===== src/rtl/pwm_fifo_pkg.sv =====
`timescale 1ns/1ps
package pwm_fifo_pkg;
  // register offsets (byte addresses)
  localparam int OFS_CTRL   = 'h00;
  localparam int OFS_STATUS = 'h04;
  localparam int OFS_SAMPLE = 'h0C;
  localparam int OFS_PERIOD = 'h10;

  // control word field positions
  localparam int CB_RUN     = 0;
  localparam int CB_SRST    = 3;
  localparam int CB_DIV_LO  = 4;
  localparam int DIV_W      = 12;
  localparam int CB_SRC_LO  = 16;
  localparam int CB_INV     = 18;
  localparam int CB_LP_LO   = 22;
endpackage


===== src/rtl/pwm_sample_fifo.sv =====
`timescale 1ns/1ps
module pwm_sample_fifo #(
  parameter int W     = 16,
  parameter int DEPTH = 4,
  parameter int LVL_W = $clog2(DEPTH + 1)
) (
  input  logic             clk,
  input  logic             rst,
  input  logic             clr,
  input  logic             push,
  input  logic [W-1:0]     push_data,
  input  logic             pop,
  output logic [W-1:0]     head,
  output logic [LVL_W-1:0] level
);
  localparam int PTR_W = (DEPTH > 1) ? $clog2(DEPTH) : 1;
  localparam logic [PTR_W-1:0] PTR_LAST = PTR_W'(DEPTH - 1);
  localparam logic [LVL_W-1:0] LVL_FULL = LVL_W'(DEPTH);

  logic [W-1:0]     mem [DEPTH];
  logic [PTR_W-1:0] wr_ptr, rd_ptr;
  logic             push_ok, pop_ok;

  assign push_ok = push && (level != LVL_FULL);
  assign pop_ok  = pop && (level != '0);
  assign head    = mem[rd_ptr];

  // storage without reset so it maps onto RAM
  always_ff @(posedge clk) begin
    if (push_ok) mem[wr_ptr] <= push_data;
  end

  always_ff @(posedge clk) begin
    if (rst || clr) begin
      wr_ptr <= '0;
      rd_ptr <= '0;
      level  <= '0;
    end else begin
      if (push_ok) wr_ptr <= (wr_ptr == PTR_LAST) ? '0 : wr_ptr + 1'b1;
      if (pop_ok)  rd_ptr <= (rd_ptr == PTR_LAST) ? '0 : rd_ptr + 1'b1;
      case ({push_ok, pop_ok})
        2'b10:   level <= level + 1'b1;
        2'b01:   level <= level - 1'b1;
        default: level <= level;
      endcase
    end
  end
endmodule


===== src/rtl/pwm_timebase.sv =====
`timescale 1ns/1ps
module pwm_timebase #(
  parameter int DIV_W = 12,
  parameter int CNT_W = 16
) (
  input  logic             clk,
  input  logic             rst,
  input  logic             run,
  input  logic [DIV_W-1:0] div,
  input  logic [CNT_W-1:0] period,
  output logic [CNT_W:0]   cnt,
  output logic             wrap
);
  logic [DIV_W-1:0] pre;
  logic [CNT_W:0]   last;
  logic             tick;

  assign last = {1'b0, period} + (CNT_W+1)'(1);
  assign tick = (pre >= div);
  assign wrap = run && tick && (cnt == last);

  always_ff @(posedge clk) begin
    if (rst || !run) begin
      pre <= '0;
      cnt <= '0;
    end else begin
      pre <= tick ? '0 : pre + 1'b1;
      if (tick) cnt <= (cnt == last) ? '0 : cnt + 1'b1;
    end
  end
endmodule


===== src/rtl/pwm_compare_out.sv =====
`timescale 1ns/1ps
module pwm_compare_out #(
  parameter int CNT_W = 16
) (
  input  logic             clk,
  input  logic             rst,
  input  logic             run,
  input  logic             inv,
  input  logic [CNT_W:0]   cnt,
  input  logic [CNT_W-1:0] duty,
  output logic             pwm_o
);
  logic active_phase;
  assign active_phase = (cnt < {1'b0, duty});

  always_ff @(posedge clk) begin
    if (rst) pwm_o <= 1'b0;
    else     pwm_o <= run ? (active_phase ^ inv) : inv;
  end
endmodule


===== src/rtl/pwm_fifo_gen.sv =====
`timescale 1ns/1ps
module pwm_fifo_gen
  import pwm_fifo_pkg::*;
#(
  parameter int ADDR_W     = 5,
  parameter int DATA_W     = 32,
  parameter int CNT_W      = 16,
  parameter int FIFO_DEPTH = 4,
  parameter int SRST_CYC   = 4
) (
  input  logic              clk,
  input  logic              rst,
  input  logic              bus_wr,
  input  logic              bus_rd,
  input  logic [ADDR_W-1:0] bus_addr,
  input  logic [DATA_W-1:0] bus_wdata,
  output logic [DATA_W-1:0] bus_rdata,
  output logic              pwm_o
);
  localparam int LVL_W  = $clog2(FIFO_DEPTH + 1);
  localparam int SRST_W = (SRST_CYC > 1) ? $clog2(SRST_CYC) : 1;

  // control state
  logic             en_q, inv_q;
  logic [DIV_W-1:0] div_q;
  logic [1:0]       src_q;
  logic [3:0]       lp_q;
  logic [CNT_W-1:0] period_q, active_q;
  logic             srst_busy;
  logic [SRST_W-1:0] srst_cnt;

  // decode
  logic sel_ctrl, sel_stat, sel_samp, sel_per;
  logic wr_ctrl, srst_req, wr_ctrl_cfg, wr_samp, wr_per, en_rise;
  logic pop;
  logic [CNT_W-1:0] fifo_head;
  logic [LVL_W-1:0] level;
  logic [CNT_W:0]   cnt;
  logic             wrap;
  logic [DATA_W-1:0] ctrl_view, rd_mux;
  logic             unused_wbits;

  assign sel_ctrl = (bus_addr == ADDR_W'(OFS_CTRL));
  assign sel_stat = (bus_addr == ADDR_W'(OFS_STATUS));
  assign sel_samp = (bus_addr == ADDR_W'(OFS_SAMPLE));
  assign sel_per  = (bus_addr == ADDR_W'(OFS_PERIOD));

  assign wr_ctrl     = bus_wr && sel_ctrl && !srst_busy;
  assign srst_req    = wr_ctrl && bus_wdata[CB_SRST];
  assign wr_ctrl_cfg = wr_ctrl && !bus_wdata[CB_SRST];
  assign wr_samp     = bus_wr && sel_samp && !srst_busy;
  assign wr_per      = bus_wr && sel_per && !srst_busy;
  assign en_rise     = wr_ctrl_cfg && bus_wdata[CB_RUN] && !en_q;
  assign pop         = (level != '0) && (en_rise || wrap);

  assign unused_wbits = ^{bus_wdata[2:1], bus_wdata[21:19], bus_wdata[DATA_W-1:26]};

  // control and period registers; soft reset clears them
  always_ff @(posedge clk) begin
    if (rst || srst_req) begin
      en_q     <= 1'b0;
      inv_q    <= 1'b0;
      div_q    <= '0;
      src_q    <= '0;
      lp_q     <= '0;
      period_q <= '0;
    end else begin
      if (wr_ctrl_cfg) begin
        en_q  <= bus_wdata[CB_RUN];
        inv_q <= bus_wdata[CB_INV];
        div_q <= bus_wdata[CB_DIV_LO +: DIV_W];
        src_q <= bus_wdata[CB_SRC_LO +: 2];
        lp_q  <= bus_wdata[CB_LP_LO +: 4];
      end
      if (wr_per) period_q <= bus_wdata[CNT_W-1:0];
    end
  end

  // active duty value, refreshed on each take from the queue
  always_ff @(posedge clk) begin
    if (rst || srst_req) active_q <= '0;
    else if (pop)        active_q <= fifo_head;
  end

  // self-clearing soft reset sequencer
  always_ff @(posedge clk) begin
    if (rst) begin
      srst_busy <= 1'b0;
      srst_cnt  <= '0;
    end else if (srst_req) begin
      srst_busy <= 1'b1;
      srst_cnt  <= SRST_W'(SRST_CYC - 1);
    end else if (srst_busy) begin
      if (srst_cnt == '0) srst_busy <= 1'b0;
      else                srst_cnt  <= srst_cnt - 1'b1;
    end
  end

  // read path
  always_comb begin
    ctrl_view = '0;
    ctrl_view[CB_RUN]              = en_q;
    ctrl_view[CB_SRST]             = srst_busy;
    ctrl_view[CB_DIV_LO +: DIV_W]  = div_q;
    ctrl_view[CB_SRC_LO +: 2]      = src_q;
    ctrl_view[CB_INV]              = inv_q;
    ctrl_view[CB_LP_LO +: 4]       = lp_q;
    if (sel_ctrl)      rd_mux = ctrl_view;
    else if (sel_stat) rd_mux = DATA_W'(level);
    else if (sel_per)  rd_mux = DATA_W'(period_q);
    else               rd_mux = '0;
  end

  always_ff @(posedge clk) begin
    if (rst)         bus_rdata <= '0;
    else if (bus_rd) bus_rdata <= rd_mux;
  end

  pwm_sample_fifo #(.W(CNT_W), .DEPTH(FIFO_DEPTH), .LVL_W(LVL_W)) fifo_i (
    .clk(clk), .rst(rst), .clr(srst_req),
    .push(wr_samp), .push_data(bus_wdata[CNT_W-1:0]),
    .pop(pop), .head(fifo_head), .level(level)
  );

  pwm_timebase #(.DIV_W(DIV_W), .CNT_W(CNT_W)) tb_i (
    .clk(clk), .rst(rst), .run(en_q), .div(div_q), .period(period_q),
    .cnt(cnt), .wrap(wrap)
  );

  pwm_compare_out #(.CNT_W(CNT_W)) out_i (
    .clk(clk), .rst(rst), .run(en_q), .inv(inv_q), .cnt(cnt),
    .duty(active_q), .pwm_o(pwm_o)
  );
endmodule


===== config.mk =====
export PLATFORM = sky130hd
export DESIGN_NAME = pwm_fifo_gen
export DESIGN_NICKNAME = d
export VERILOG_FILES = /design/src/rtl/pwm_fifo_pkg.sv /design/src/rtl/pwm_sample_fifo.sv /design/src/rtl/pwm_timebase.sv /design/src/rtl/pwm_compare_out.sv /design/src/rtl/pwm_fifo_gen.sv
export SDC_FILE = /design/constraint.sdc
export NUM_CORES = 1
export LEC_CHECK = 0
export BUFFER_PORTS_ARGS = -buffer_cell sky130_fd_sc_hd__buf_4
export CAP_MARGIN = 25
export CORE_ASPECT_RATIO = 1.75
export CORE_MARGIN = 2
export CORE_UTILIZATION = 45
export DETAILED_ROUTE_END_ITERATION = 8
export GPL_TIMING_DRIVEN = 1
export PLACE_DENSITY_LB_ADDON = 0.12
export SETUP_SLACK_MARGIN = 0.5
export SLEW_MARGIN = 20
export SYNTH_ARGS = -nofsm -noshare
export SYNTH_HDL_FRONTEND = slang
export SYNTH_SLANG_ARGS = --single-unit

===== constraint.sdc =====
create_clock -name clk -period 4.4 [get_ports clk]
set_input_delay 0.44 -clock clk [delete_from_list [all_inputs] [get_ports clk]]
set_output_delay 0.44 -clock clk [all_outputs]
set_load 0.005 [all_outputs]

==> results.yml <==
status:
  status: "complete, no violations"
route:
  via_count: 6365
  dr.pass1.iters: 5
  routedWlPerCell_um: 17.8
  drc: 0
  viasPerCell: 5.46
  final_antenna_net_count: 0
  drt_iter0_drc: 243
  totalWireLength_mm: 20.7
place:
  placed_area_um2: 9240
  port_buffers: 55
  gp_congestion: 0.836
  dpl.cell_count: 1131
  dpl.hpwl_mm: 15.1
pwr:
  power_frac_clock_pct: 44.4
  internal_power_mw: 2.50
  combPwrFrac_pct: 3.3
  switching_power_uw: 788
  report.power.total_mw: 3.28
  p_per_area_nw_per_um2: 333
  ir_worst_vdd_mv: 0.214
  swShare_pct: 24.0
  p_leak_nw: 3.62
  seqPwrFrac_pct: 52.2
layout:
  stdcell_count: 1166
  num_antenna_cells: 0
  area_growth_pct: 13.8
  stdcell_area_um2: 9880
  finish.net_count: 991
  post_route_cells_drive_above_1_share_pct: 15.8
floorplan:
  ios: 74
  dieArea_um2: 20400
  die_y_um: 188
  num_rows: 67
  start_util_pct: 45.6
  core_area_um2: 19000
  chipWidth_um: 109
worst_hold_path:
  hold_class: "primary input to flop"
grt:
  grt_antenna_before_repair: 0
  grt_start_max_net_pins: 47
  grt_pass1_wl_mm: 33.1
  first_global_vias: 6248
  grt_usage_pct: 21.5
  overflow: 0
cts:
  numCtsBuffers: 17
  postCtsHoldBufs: 0
  insertion_delay_ns: 0.44
  clockBufferDepth: 2
  cts_tree: "built"
  path_clk_slew_ns: 0.07
  root_buffer: "clkbuf_16"
  cts_htree_levels: 4
  cts_sinks: 179
critical_path:
  crit_type: "flop to flop"
  critPathCaptureType: "flop"
  required_ns: 4.73
  crit_path_max_fanout: 7
  worst_ep_arrival_time_ns: 4.00
  startpoint_type: "flop"
sta:
  max_freq_mhz: 273
  relSlewSlack_pct: 36.5
  finalClockSkew_ns: 0.00710
  timing.final.crit_share_pct: 83.3
  setup_viol: 0
  maxSlewViolCount: 0
  tightest_slew_ns: 0.951
  rsz0062_at_grt: "no"
  fin_setup_tns_ns: 0
  hold_viol_final: 0
  fin_hold_ws_ns: 0.235
  fin_crit_ns: 3.66
synthesis:
  synth_top_cell_by_area: "dfxtp_1"
  ys_seq_elements: 179
  yosys-top-cells-area: "dfxtp_1 (27%), edfxtp_1 (22%), ha_1 (5.3%), a21oi_1 (4.6%), nand2_1 (4.5%)"
  synth_edf_count: 64
  syn_avg_cell_area_um2: 9.94
  yosys_warnings: 0
  synth_top_area_share_pct: 26.5
  synthArstFlopShare_pct: 0
  ys_seq_area_share_pct: 48.7
  ys_types: 61
  syn-instance-count: 873
  synth-main-ff-cell: "dfxtp_1"
  syn-cell-area_um2: 8670
flow_run:
  drv_cap: 0
==> cell usage after synthesis (21+ instances only) <==
library cell and count:
a21oi_1 80, clkbuf_1 30, dfxtp_1 115, edfxtp_1 64
ha_1 37, inv_1 42, mux2i_1 27, nand2_1 105
nand3_1 27, nor2_1 61, nor3b_1 23, o21ai_0 26
xor2_1 21
==> what timing repair did <==
item                                    CTS  global route
hold endpoints to repair                  0             0
gates resized for setup                   4            10
pin swaps                                 1             2
setup buffers                             3             0
endpoints found under the setup margin    1             2
cloned                                    0             0
==> registers in the layout (all words and copies together), names as in the netlist <==
signal / count
srst_busy: 1
inv_q: 1
fifo_i.level: 3
srst_cnt: 2
fifo_i.wr_ptr: 2
lp_q: 4
period_q: 16
tb_i.pre: 12
div_q: 12
fifo_i.rd_ptr: 2
active_q: 16
en_q: 1
bus_rdata: 23
out_i.pwm_o: 1
src_q: 2
tb_i.cnt: 17
fifo_i.mem: 64
==> power groups by stage <==
stage	sequential (mW)	combinational [mW]	clock, mW
after floorplan	1.75	0.0579	0
after global placement	1.75	0.110	0
after detailed placement	1.75	0.110	0
after CTS	1.72	0.110	1.49
after global routing	1.72	0.119	1.55
final	1.72	0.109	1.46
==> final cells by class <==
cell class | count | area [µm²]
clock buffers | 17 | 425
clock inverters | 15 | 140
fillers | 1772 | 9150
inverters | 42 | 158
multi-input cells | 602 | 4070
flip-flops and latches | 179 | 4240
well taps | 241 | 302
repair buffers | 70 | 546
==> kinds of logic (layout without fill, tap and decap cells) <==
logic type,Yosys count,in the layout,share of synthesized area [%]
AND/OR/NAND/NOR,321,321,18.8
flip-flops,179,179,48.7
buffers and inverters,100,144,5.24
multiplexers,45,45,7.53
other,1,9,0.0432
XOR/XNOR,37,37,3.74
AO/OA/AOI/OAI,152,152,10.4
adder cells (fa/ha/maj),38,38,5.57
==> critical path, cell delays in order (launching register included) <==
cell and delay (ns):
dfxtp_2 0.39, ha_1 0.24, buf_4 0.18, and4_2 0.26
nand2_1 0.06, a211oi_1 0.28, o31ai_1 0.13, or4b_4 0.57
nor3b_2 0.22, o32a_1 0.19, ha_1 0.18, inv_1 0.06
fa_1 0.37, xor2_1 0.15, nor2_1 0.11, xnor2_1 0.13
nor2_1 0.05
==> per-layer routing <==
layer	vias up	wire [µm]	GRT usage, %
met5	-	0	0
met4	0	525	8.33
met3	26	584	4.28
met2	117	11300	39.5
met1	3073	8290	23.7
li1	3149	-	-
==> placed cells by master, fill, tap and decap left out, types with 3 or more instances in the layout <==
master     netlist  final
nand3_1         27     27
a31oi_1          5      5
nand4_1         18     18
clkinv_4         0      4
o21ai_0         26     26
mux2i_1         27     27
nor3b_1         23     22
nand2_1        105    105
nand2b_1        17     17
inv_8            0      3
xor2_1          21     21
a211oi_1         4      4
a21oi_1         80     79
and2_1           5      5
nor3_1           6      6
nor2_1          61     61
clkbuf_16        0     17
conb_1           1      9
inv_1           42     42
buf_4           11     69
dfxtp_2          0      4
xnor2_1         16     16
ha_1            37     37
and3_1          13     13
nor2b_1         15     15
or3_1            8      7
a31o_2           4      4
or4_1            6      6
and4_2           3      3
edfxtp_1        64     64
nor4_2           0      4
inv_6            0      4
dfxtp_1        115    109
mux4_2          16     16
o31ai_1          7      7
a21o_1           8      8
==> worst paths after layout <==
| path | start | endpoint | slack, ns | cells after the start |
|---|---|---|---|---|
| hold / removal | bus_wdata[0] | fifo_i.mem[0][0] | 0.23 | 1 |
| hold reg to reg | active_q[0] | active_q[0] | 0.47 | 2 |
| setup / recovery | period_q[1] | fifo_i.level[2] | 0.74 | 16 |
| setup reg to reg | period_q[1] | fifo_i.level[2] | 0.74 | 16 |
==> metrics by stage <==
step	utilization, %	setup WS, ns
after floorplan	-	0.803
after global placement	48.4	0.441
after detailed placement	48.6	0.426
after CTS	51.7	0.568
after global routing	51.9	0.518
final	51.9	0.735
(Power assumes the default switching activity.)
